### config.mk
export PLATFORM = sky130hd
export DESIGN_NAME = mac_unit
export DESIGN_NICKNAME = d
export VERILOG_FILES = /design/src/rtl/mac_pkg.sv /design/src/rtl/mac_operands.sv /design/src/rtl/mac_datapath.sv /design/src/rtl/mac_accum.sv /design/src/rtl/mac_unit.sv
export SDC_FILE = /design/constraint.sdc
export NUM_CORES = 1
export LEC_CHECK = 0
export BUFFER_PORTS_ARGS = -buffer_cell sky130_fd_sc_hd__buf_2
export CORE_ASPECT_RATIO = 0.5
export CORE_MARGIN = 4
export CORE_UTILIZATION = 25
export DETAILED_ROUTE_END_ITERATION = 6
export HOLD_SLACK_MARGIN = 0.05
export PLACE_DENSITY = 0.45
export SKIP_LAST_GASP = 1
export SLEW_MARGIN = 15
export SYNTH_ARGS = -nofsm -noshare
export SYNTH_HDL_FRONTEND = slang
export SYNTH_HIERARCHICAL = 1
export SYNTH_SLANG_ARGS = --single-unit
### constraint.sdc
create_clock -name clk -period 10.35 [get_ports clk]
set_input_delay 0 -clock clk [delete_from_list [all_inputs] [get_ports clk]]
set_output_delay 0 -clock clk [all_outputs]
set_load 0.005 [all_outputs]
### src/rtl/mac_pkg.sv
package mac_pkg;
  typedef enum logic [1:0] {
    OP_MUL = 2'b00,
    OP_NEG = 2'b01,
    OP_ADD = 2'b10,
    OP_SUB = 2'b11
  } mac_op_e;

  localparam int ADR_OPA  = 0;
  localparam int ADR_OPB  = 1;
  localparam int ACC_BASE = 2;
endpackage

### src/rtl/mac_operands.sv
module mac_operands
  import mac_pkg::*;
#(
  parameter int W      = 16,
  parameter int ADDR_W = 3
) (
  input  logic              clk,
  input  logic              rst,
  input  logic              wr_en,
  input  logic [ADDR_W-1:0] wr_addr,
  input  logic [W-1:0]      wr_data,
  output logic [W-1:0]      opa,
  output logic [W-1:0]      opb,
  output logic              start
);
  logic a_seen, b_seen;
  logic wa, wb;

  assign wa = wr_en && (wr_addr == ADDR_W'(ADR_OPA));
  assign wb = wr_en && (wr_addr == ADDR_W'(ADR_OPB));

  always_ff @(posedge clk) begin
    if (rst) begin
      opa    <= '0;
      opb    <= '0;
      a_seen <= 1'b0;
      b_seen <= 1'b0;
      start  <= 1'b0;
    end else begin
      start <= 1'b0;
      if (wa) opa <= wr_data;
      if (wb) opb <= wr_data;
      if ((wa && b_seen) || (wb && a_seen)) begin
        start  <= 1'b1;
        a_seen <= 1'b0;
        b_seen <= 1'b0;
      end else begin
        if (wa) a_seen <= 1'b1;
        if (wb) b_seen <= 1'b1;
      end
    end
  end


  flags_clear_chk: assert property (@(posedge clk) disable iff (rst)
    start |-> (!a_seen && !b_seen));


  start_after_write_chk: assert property (@(posedge clk) disable iff (rst)
    start |-> $past(wr_en));
endmodule

### src/rtl/mac_datapath.sv
module mac_datapath
  import mac_pkg::*;
#(
  parameter int W  = 16,
  parameter int AW = 48
) (
  input  logic [W-1:0]  opa,
  input  logic [W-1:0]  opb,
  input  logic          sgn,
  input  logic [1:0]    op,
  input  logic          keep_sum,
  input  logic [AW-1:0] acc,
  output logic [AW-1:0] acc_next,
  output logic [W-1:0]  snap_next
);
  localparam int PF = 2 * W + 2;

  logic signed [W:0]    xa, xb;
  logic signed [PF-1:0] prod;
  logic [AW-1:0]        ext;

  assign xa   = {sgn & opa[W-1], opa};
  assign xb   = {sgn & opb[W-1], opb};
  assign prod = xa * xb;
  assign ext  = {{(AW-PF){prod[PF-1]}}, prod};

  always_comb begin
    unique case (mac_op_e'(op))
      OP_MUL:  acc_next = ext;
      OP_NEG:  acc_next = '0 - ext;
      OP_ADD:  acc_next = acc + ext;
      default: acc_next = acc - ext;
    endcase
  end

  always_comb begin
    if (keep_sum || !op[1]) snap_next = acc_next[2*W-1:W];
    else                    snap_next = ext[2*W-1:W];
  end
endmodule

### src/rtl/mac_accum.sv
module mac_accum
  import mac_pkg::*;
#(
  parameter int W      = 16,
  parameter int AW     = 48,
  parameter int ADDR_W = 3
) (
  input  logic              clk,
  input  logic              rst,
  input  logic              wr_en,
  input  logic [ADDR_W-1:0] wr_addr,
  input  logic [W-1:0]      wr_data,
  input  logic              start,
  input  logic [AW-1:0]     acc_next,
  input  logic [W-1:0]      snap_next,
  output logic [AW-1:0]     acc,
  output logic [W-1:0]      snap
);
  localparam int NW = AW / W;

  logic [NW-1:0][W-1:0] words;

  assign acc = words;

  always_ff @(posedge clk) begin
    if (rst) begin
      words <= '0;
      snap  <= '0;
    end else if (start) begin
      words <= acc_next;
      snap  <= snap_next;
    end else if (wr_en) begin
      for (int i = 0; i < NW; i++) begin
        if (wr_addr == ADDR_W'(ACC_BASE + i)) words[i] <= wr_data;
      end
    end
  end


  result_wins_chk: assert property (@(posedge clk) disable iff (rst)
    start |=> (acc == $past(acc_next)));


  snap_hold_chk: assert property (@(posedge clk) disable iff (rst)
    !start |=> $stable(snap));


  acc_idle_chk: assert property (@(posedge clk) disable iff (rst)
    (!start && !wr_en) |=> $stable(acc));
endmodule

### src/rtl/mac_unit.sv
module mac_unit
  import mac_pkg::*;
#(
  parameter int W      = 16,
  parameter int AW     = 48,
  parameter int ADDR_W = 3
) (
  input  logic              clk,
  input  logic              rst,
  input  logic              wr_en,
  input  logic [ADDR_W-1:0] wr_addr,
  input  logic [W-1:0]      wr_data,
  input  logic [ADDR_W-1:0] rd_addr,
  output logic [W-1:0]      rd_data,
  input  logic [1:0]        op_sel,
  input  logic              sgn_sel,
  input  logic              keep_sum
);
  localparam int NW       = AW / W;
  localparam int ADR_SNAP = ACC_BASE + NW;

  logic [W-1:0]  opa, opb, snap_next, snap;
  logic [AW-1:0] acc, acc_next;
  logic          start;

  mac_operands #(.W(W), .ADDR_W(ADDR_W)) u_ops (
    .clk(clk), .rst(rst), .wr_en(wr_en), .wr_addr(wr_addr),
    .wr_data(wr_data), .opa(opa), .opb(opb), .start(start)
  );

  mac_datapath #(.W(W), .AW(AW)) u_dp (
    .opa(opa), .opb(opb), .sgn(sgn_sel), .op(op_sel),
    .keep_sum(keep_sum), .acc(acc), .acc_next(acc_next),
    .snap_next(snap_next)
  );

  mac_accum #(.W(W), .AW(AW), .ADDR_W(ADDR_W)) u_acc (
    .clk(clk), .rst(rst), .wr_en(wr_en), .wr_addr(wr_addr),
    .wr_data(wr_data), .start(start), .acc_next(acc_next),
    .snap_next(snap_next), .acc(acc), .snap(snap)
  );

  always_ff @(posedge clk) begin
    if (rst) begin
      rd_data <= '0;
    end else begin
      rd_data <= '0;
      if (rd_addr == ADDR_W'(ADR_OPA)) rd_data <= opa;
      if (rd_addr == ADDR_W'(ADR_OPB)) rd_data <= opb;
      if (rd_addr == ADDR_W'(ADR_SNAP)) rd_data <= snap;
      for (int i = 0; i < NW; i++) begin
        if (rd_addr == ADDR_W'(ACC_BASE + i)) rd_data <= acc[i*W +: W];
      end
    end
  end


  snap_match_chk: assert property (@(posedge clk) disable iff (rst)
    start |=> (!($past(keep_sum) || !$past(op_sel[1])) || (snap == acc[2*W-1:W])));
endmodule

# [Word level (Yosys, flattened, before mapping)]
# Index checks and enable logic that the tools add are counted.
[totals] register_bits=115 input_bits=29 out_inout_bits=16 wordCells=59
[classes] add_sub_neg=3 n_mul=1 eq_ne=11 muxes=14 bitwise_logic=2 n_reduce_logical=18
[ops] cell="16-bit 2-to-1 mux" count=10
[ops] cell="48-bit one-hot mux with 3 select lines" count=1
[ops] cell="48-bit 2-to-1 mux" count=2
[ops] cell="48-bit adder" count=1
[ops] cell="48-bit subtractor" count=1
[ops] cell="1-bit by 34-bit subtractor with 35-bit output, first input constant" count=1
[ops] cell="17-bit by 17-bit multiplier with 34-bit output" count=1
[ops] cell="3-bit by 2-bit equality test with 1-bit output, second input constant" count=4
[ops] cell="3-bit equality test, second input constant" count=3
[ops] cell="2-bit nonzero test" count=4
[ops] cell="3-bit by 1-bit equality test with 1-bit output, second input constant" count=2
[ops] cell="3-bit logical NOT" count=2
[ops] cell="2-bit AND reduction" count=3
[ops] cell="1-bit logical AND" count=4
[ops] cell="1-bit bitwise AND" count=2
[ops] cell="2-bit by 1-bit equality test with 1-bit output, second input constant" count=1
[ops] cell="2-bit equality test, second input constant" count=1
[ops] cell="2-bit logical NOT" count=1
[ops] cell="1-bit logical OR" count=2
[ops] cell="2-bit OR reduction" count=1
[ops] cell="1-bit logical NOT" count=1
[ops] cell="1-bit 2-to-1 mux" count=1

# [Depth between registers and ports, before layout]
# Gate-level depths: netlist of the first run.
[depth] depth_word=7 ltp_mapped=42 mapped_depth_nobuf=38

# [Modules after synthesis]
# Netlist of the first run, hierarchy kept.
[by_module_without_submodules] module="mac_datapath" instances=1 cells_per_inst=1978 area_each_um2=15970.3 seq_area_each_um2=0.0
[by_module_without_submodules] module="mac_accum" instances=1 cells_per_inst=290 area_each_um2=3055.4 seq_area_each_um2=1281.2
[by_module_without_submodules] module="mac_operands" instances=1 cells_per_inst=136 area_each_um2=1471.4 seq_area_each_um2=700.7
[by_module_without_submodules] module="mac_unit" instances=1 cells_per_inst=131 area_each_um2=1253.7 seq_area_each_um2=320.3

# [Worst setup path after synthesis of the first run]
# Ideal clock, no wire load.
[synth_path] path_type="reg2reg" from="reg u_ops.opb[10]" to="reg u_acc.words (netlist bit u_acc/acc[47])" setup_time_ps=135 arrival_time_ps=10017 t_required_ps=10215 slack_ps=197 stages_incl_launch_ff=40 n_path_buf=4 period_less_slack_ps=10153 path_cell_list="dfxtp_1 clkbuf_1 clkbuf_1 nand2_1 fa_1 inv_1 fa_1 inv_1 fa_1 inv_1 fa_1 fa_1 inv_1 fa_1 inv_1 ha_1 clkbuf_1 nand2_1 [... 4 more ...] or4_4 buf_6 or4b_4 o21ai_0 xnor2_1 ha_1 nand4_1 or2_2 o41ai_1 a2111oi_0 o41ai_1 nand2_1 o21ai_0 nor3_1 mux2_1 or3_1 nor2b_1 a2111oi_2"
[synth_between] elab_chain_cells=4 word_cells_on_any_way=6 cone_classes="3 x add/sub; 1 x mul; 2 x mux"
[synth_rtl] item="start: declaration" line="mac_operands.sv:13" text="output logic [W-1:0] opb,"
[synth_rtl] item="start signal: assignment" line="mac_operands.sv:32" text="if (wb) opb <= wr_data;"
[synth_rtl] item="17-bit by 17-bit multiplier with 34-bit output *" line="mac_datapath.sv:24" text="assign prod = xa * xb;"
[synth_rtl] item="48-bit subtractor, or another cell as far along" line="mac_datapath.sv:32" text="default: acc_next = acc - ext;"
[synth_rtl] item="48-bit one-hot mux with 3 select lines *" line="mac_datapath.sv:28" text="unique case (mac_op_e'(op))"
[synth_rtl] item="net acc_next[47]" line="mac_unit.sv:23" text="logic [AW-1:0] acc, acc_next;"
[synth_rtl] item="48-bit 2-to-1 mux *" line="mac_accum.sv:29" text="end else if (start) begin"
[synth_rtl] item="end signal: assignment" line="mac_accum.sv:30" text="words <= acc_next;"
[synth_rtl] item="end signal: indexed assignment" line="mac_accum.sv:34" text="if (wr_addr == ADDR_W'(ACC_BASE + i)) words[i] <= wr_data;"
[synth_rtl] item="end: declaration" line="mac_accum.sv:21" text="logic [NW-1:0][W-1:0] words;"
# Mark *: on every way through the listed nets, which the timed path passes. The rest lies on a longest branch.
# A chain may end at the register's enable or synchronous reset.

# [Worst setup path after layout of the first run]
[layout_path] from="reg u_ops.opa[3]" to="reg u_acc.words (netlist bit u_acc/acc[45])"
[layout_between] elab_chain_cells=4 word_cells_on_any_way=6 cone_classes="3 x add/sub; 1 x mul; 2 x mux"
[layout_rtl] item="start: declaration" line="mac_operands.sv:12" text="output logic [W-1:0] opa,"
[layout_rtl] item="start signal: assignment" line="mac_operands.sv:31" text="if (wa) opa <= wr_data;"
[layout_rtl] item="17-bit by 17-bit multiplier with 34-bit output *" line="mac_datapath.sv:24"
[layout_rtl] item="48-bit subtractor, or another cell as far along" line="mac_datapath.sv:32"
[layout_rtl] item="48-bit one-hot mux with 3 select lines *" line="mac_datapath.sv:28"
[layout_rtl] item="net acc_next[45]" line="mac_unit.sv:23"
[layout_rtl] item="48-bit 2-to-1 mux *" line="mac_accum.sv:29"
# Marked as above.

==> flow_summary.json, run 1 <==
{
  "status": "completed",
  "layout_common_cells": "inv_1, fa_1, buf_4, nand2_1, ha_1",
  "slew_viol_final": 0,
  "hold_viol": 0,
  "grt.total_usage": 0.165,
  "numCtsBuffers": 17,
  "top_layer": "met5",
  "crit_family": "adder cells",
  "path_class": "flop to flop",
  "clock_latency_ns": 0.45,
  "power.density_nw_per_um2": 69.7,
  "grt_max_degree": 91,
  "drv_cap": 0,
  "syn_area_per_cell_um2": 8.58,
  "core-area_um2": 86200,
  "syn_nets": 3000,
  "hold_path_class": "primary input to flop",
  "hpwl_mm": 61.9,
  "r2r_start": "u_ops/opa[3]",
  "fillers": 9241,
  "cts_tree": "done",
  "crit_required_ns": 10.70,
  "max_stage_delay_ns": 0.63,
  "rsz0062_at_grt": "yes",
  "synth-edff-count": 0,
  "wl_per_cell_um": 19.2,
  "cp-start-kind": "flop",
  "syn_inst": 2535,
  "endpoint": "u_acc/acc[45]",
  "die_area_um2": 92100,
  "cp-end-kind": "flop",
  "final_common_cell": "inv_1",
  "grt-ovfl-total": 0,
  "timing.rr.end": "u_acc/acc[45]",
  "cp_num_cells": 39,
  "setup_tns_ns": 0,
  "path_buf_inv": 7,
  "drc": 0,
  "gp_congestion": 0.893,
  "h-tree-depth": 4,
  "leakagePower_nw": 12.5,
  "rows": 76,
  "clock_skew_ns": 0.0205,
  "synthDistinctLibCells": 89,
  "yosys_warnings": 6,
  "fin_crit_sh": 0.963,
  "vias_per_cell": 4.73,
  "clkTransAtPathRegs_ns": 0.07,
  "dr_wl_met3_mm": 4.11,
  "worst-r2r-cell-count": 39,
  "min_period_ns": 9.97,
  "drt_iter0_markers": 1179,
  "cp-startpoint": "u_ops/opa[3]",
  "hp-start": "rst",
  "vias": 18700,
  "start_util": 0.252,
  "grt_pass1_vias": 19200,
  "slew_headroom": 0.309,
  "cp_slowest_cell": "fa_1",
  "antenna_found_initial": 2,
  "drive_gt1_frac": 0.181,
  "clock_path_buffers": 2,
  "synth_ff_type": "dfxtp_1",
  "syn_to_final_growth_pct": 19.7,
  "ios": 45,
  "numClockSinks": 115,
  "final_nets": 3222,
  "tightestPinTransition_ns": 1.04,
  "setup_violations": 0,
  "vdd_drop_max_uv": 112,
  "ys_async_sr_fraction": 0,
  "fmax_ghz": 0.100,
  "crit_arrival_ns": 10.32,
  "yosysSeqAreaShare": 0.106,
  "routed_wl_mm": 75.7,
  "portBuffers": 44,
  "route.met2.wl_mm": 32.0,
  "syn-cell-area_um2": 21800,
  "place_ws_ns": -0.109,
  "chipHeight_um": 217,
  "rrSetupSlack_ns": 0.38,
  "crit_fanout": 11,
  "met1_length_mm": 38.1,
  "postLayoutSetupSlackWorst_ns": 0.385,
  "cts-root-buf": "clkbuf_16",
  "synth_seq_cells": 115,
  "dr.pass1.iters": 5,
  "ant_nets": 0,
  "grt_pass1_wl_mm": 118,
  "die_w_um": 425
}
## cell type report
cell class	instances	area, um^2	share of cell area
inverters	374	1400	0.0539
clock inverters	15	169	0.00649
well taps	1170	1460	0.0562
multi-input cells	1915	17700	0.679
flip-flops and latches	115	2350	0.0903
repair buffers	334	2540	0.0977
diodes	3	7.51	0.000288
clock buffers	17	425	0.0163
## cells by family (layout without fill, tap and decap cells)
| family | count (synthesis) | in the layout | synth area share |
|---|---|---|---|
| other | 0 | 3 | 0 |
| AOI/OAI and AO/OA | 471 | 471 | 0.166 |
| buffers and inverters | 505 | 740 | 0.0939 |
| adders and majority gates | 436 | 436 | 0.353 |
| muxes | 80 | 80 | 0.0384 |
| xor gates and xnor gates | 139 | 139 | 0.0560 |
| and+or+nand+nor | 789 | 789 | 0.187 |
| DFF | 115 | 115 | 0.106 |
## metal layers
| layer | global-route usage | vias up |
|---|---|---|
| met2 | 0.247 | 427 |
| met1 | 0.246 | 9365 |
| met3 | 0.0279 | 60 |
| met5 | 0.00990 | - |
| li1 | - | 8816 |
| met4 | 0.0361 | 2 |
## through the flow
stage          hold slack (ns)   util  cells  area, um^2  power [mW]
2_1_floorplan            0.176      -   2535       21800       0.903
3_3_place_gp             0.363  0.289   3884       24900        1.17
3_5_place_dp             0.367  0.289   3884       24900        1.17
4_1_cts                 0.0802  0.299   3937       25700        1.81
5_1_grt                  0.108  0.302   3941       26000        1.91
6_report                 0.110  0.302   3943       26000        1.82
## worst min-delay path by stage
stage,end,slack (ns),cells after the start
after floorplan,u_ops/opa[10],0.18,2
after global routing,u_acc/snap[7],0.11,2
after detailed placement,u_ops/opa[7],0.37,3
after global placement,u_ops/opb[2],0.36,3
final,u_acc/snap[5],0.11,2
after CTS,u_acc/snap[6],0.08,2
## timing repair
action                     4_1_cts  5_1_grt
hold buffers                    21        0
setup endpoints to repair        3       14
cloned                           0        0
buffers inserted                 0        3
hold endpoints to repair        34        0
pin swaps                        0       11
gates resized for setup         10       81
## Yosys cell counts (all sizes together), types with 60 or more instances
| library cell | n | area, um^2 |
|---|---|---|
| inv | 374 | 1400 |
| mux2i | 71 | 711 |
| nor2 | 118 | 443 |
| o21ai | 91 | 455 |
| nor3 | 60 | 300 |
| dfxtp | 115 | 2300 |
| nand2 | 248 | 931 |
| xnor2 | 99 | 867 |
| a21oi | 90 | 458 |
| and2 | 134 | 838 |
| clkbuf | 90 | 338 |
| ha | 139 | 1740 |
| fa | 297 | 5950 |
## where the power goes
| group | total [mW] | switching [mW] | internal (mW) |
|---|---|---|---|
| clock network | 0.627 | 0.266 | 0.361 |
| registers | 0.474 | 0.0185 | 0.455 |
| logic | 0.714 | 0.405 | 0.309 |
| total | 1.82 | 0.690 | 1.13 |
## state kept, by name, indices dropped and copies added (netlist names)
register	cells
u_ops/b_seen	1
u_ops/opa	16
rd_data	16
u_acc/acc	48
u_ops/a_seen	1
u_acc/snap	16
u_ops/opb	16
u_ops/start	1
Note: power is estimated with default switching activity, not from simulation.
==> run 2: changes to the inputs <==
--- a/config.mk
+++ b/config.mk
@@ -16,5 +16,4 @@
 export SLEW_MARGIN = 15
 export SYNTH_ARGS = -nofsm -noshare
 export SYNTH_HDL_FRONTEND = slang
-export SYNTH_HIERARCHICAL = 1
 export SYNTH_SLANG_ARGS = --single-unit
==> flow_summary.json, run 2 <==
{
  "place_inst": 3707,
  "syn_area_per_cell_um2": 8.14,
  "crit_required_ns": 10.72,
  "cts-root-buf": "clkbuf_16",
  "yosysMostFrequentCell": "inv_1",
  "crit_top_cell": "fa_1",
  "routed_wl_mm": 75.7,
  "tightestPinTransition_ns": 1.14,
  "hold_path_class": "primary input to flop",
  "cp_slowest_cell": "dfxtp_1",
  "synth_largest_area_cell": "fa_1",
  "fin_crit_sh": 0.962,
  "wl_per_cell_um": 20.1,
  "rows": 75,
  "gp_congestion": 0.903,
  "path_class": "flop to flop",
  "final_nets": 3094,
  "grt_pass1_wl_mm": 117,
  "cp-end-kind": "flop",
  "dr.pass1.iters": 5,
  "clock_skew_ns": 0.0119,
  "top_layer": "met4",
  "syn-cell-area_um2": 21100,
  "grt.total_usage": 0.171,
  "numClockSinks": 115,
  "route.met2.wl_mm": 32.3,
  "netlist_top_cells_count": "inv_1, nand2_1, fa_1",
  "layout_common_cells": "inv_1, nand2_1, fa_1, a21oi_1, nor2_1",
  "crit_fanout": 11,
  "die_w_um": 419,
  "yosys_warnings": 0,
  "chipHeight_um": 214,
  "clkTransAtPathRegs_ns": 0.07,
  "numCtsBuffers": 17,
  "h-tree-depth": 4,
  "vias": 18300,
  "rsz0062_at_grt": "yes",
  "antenna_found_initial": 1,
  "final_common_cell": "inv_1",
  "synth_ff_type": "dfxtp_1",
  "ant_nets": 0,
  "syn_inst": 2594,
  "die_area_um2": 89500,
  "setup_violations": 0,
  "cp-start-kind": "flop",
  "cts_tree": "done",
  "drt_iter0_markers": 1422,
  "fin_cells": 3759,
  "vias_per_cell": 4.86,
  "grt-ovfl-total": 0,
  "slew_viol_final": 0,
  "drv_cap": 0,
  "dr_wl_met3_mm": 3.89,
  "fmax_ghz": 0.100,
  "ios": 45,
  "ys_async_sr_fraction": 0,
  "min_period_ns": 9.96,
  "post-route-util": 0.284,
  "core-area_um2": 83800,
  "p_total_mw": 1.60,
  "slew_headroom": 0.237,
  "largest_register_ffs": 48,
  "crit_arrival_ns": 10.32,
  "hold_viol": 0,
  "syn_to_final_growth_pct": 12.8,
  "drc": 0,
  "drive_gt1_frac": 0.0984,
  "synth.area.top_cells": "fa_1, dfxtp_1, ha_1, inv_1, nand2_1",
  "status": "completed",
  "synth_seq_cells": 115,
  "yosys.area.top_type_share": 0.282,
  "syn_nets": 3059,
  "vdd_drop_max_uv": 108,
  "hpwl_mm": 59.8,
  "leakagePower_nw": 11.4,
  "power.density_nw_per_um2": 67.1,
  "clock_latency_ns": 0.46,
  "synthDistinctLibCells": 92,
  "yosysSeqAreaShare": 0.109,
  "grt_max_degree": 83,
  "synth-edff-count": 0,
  "met1_length_mm": 38.1,
  "clock_path_buffers": 2,
  "setup_tns_ns": 0,
  "start_util": 0.252,
  "grt_pass1_vias": 18200,
  "max_stage_delay_ns": 0.61,
  "portBuffers": 44
}
[run 2: cell count changes in the layout (fill, tap and decap cells not counted), sizes merged, moves of 31 or more]
| cell | previous run | this run |
|---|---|---|
| a211oi | 4 | 73 |
| buf | 313 | 154 |
| nand2b | 56 | 14 |
| nand2 | 248 | 331 |
| a21oi | 90 | 164 |
| a2111oi | 52 | 4 |
| nor2b | 59 | 28 |
[run 2: layer usage]
layer,vias up,GRT usage
met2,453,0.260
li1,8596,-
met5,-,0
met1,9141,0.257
met3,65,0.0250
met4,0,0.0373
[run 2: per-stage QoR]
stage	setup slack (ns)	hold WS, ns	instance area, um^2
after global placement	0.175	0.356	23000
after CTS	0.0937	0.0515	23700
after detailed placement	0.147	0.364	23000
after floorplan	0.657	0.136	21100
final	0.394	0.0565	23800
after global routing	-0.0100	0.0761	23800
[run 2: cell type report]
| type | count | area, um^2 |
|---|---|---|
| fill | 9038 | 60000 |
| multi-input combinational | 1966 | 17000 |
| sequential | 115 | 2320 |
| clock buffer | 17 | 425 |
| tap | 1116 | 1400 |
| clock inverter | 15 | 148 |
| antenna | 1 | 2.50 |
| inverter | 357 | 1340 |
| timing repair buffer | 172 | 1240 |
[run 2: power by group]
| group | switching, mW | internal (mW) | total [mW] |
|---|---|---|---|
| sequential | 0.0165 | 0.453 | 0.470 |
| combinational | 0.317 | 0.188 | 0.505 |
| clock | 0.288 | 0.337 | 0.624 |
| total | 0.622 | 0.977 | 1.60 |
[run 2: logic make-up (layout without fill, tap and decap cells)]
logic type      count (synthesis)  count (layout)  share of synthesized area
flops                         115             115                      0.109
mux                            61              61                     0.0294
fa+ha+maj                     436             436                      0.364
buf+inv                       513             561                     0.0925
xor+xnor                      131             131                     0.0543
other cells                     0               1                          0
simple gates                  811             811                      0.184
compound gates                527             527                      0.166
[run 2: path summary, 6_finish.rpt]
| kind | startpoint | cells past startpoint | to | slack [ns] |
|---|---|---|---|---|
| setup / recovery | u_ops.opa[2] | 32 | u_acc.acc[42] | 0.39 |
| setup reg to reg | u_ops.opa[2] | 32 | u_acc.acc[42] | 0.39 |
| hold reg to reg | u_acc.snap[15] | 2 | u_acc.snap[15] | 0.47 |
| hold / removal | wr_addr[0] | 4 | u_ops.opa[4] | 0.06 |
[run 2: what timing repair did]
| item | 4_1_cts | 5_1_grt |
|---|---|---|
| endpoints found under the setup margin | 0 | 19 |
| resized for setup | 0 | 36 |
| hold buffers | 18 | 0 |
| hold endpoints to repair | 66 | 0 |
| buffers inserted | 0 | 1 |
[run 2: critical path, delay by kind of cell, from the launching register on]
family                   cells  cell delay [ns]
flip-flops                   1             0.61
AO/OA/AOI/OAI               11             2.88
AND/OR/NAND/NOR              7             1.97
adder cells (fa/ha/maj)      8             3.55
XOR/XNOR                     2             0.34
buffers and inverters        4             0.49
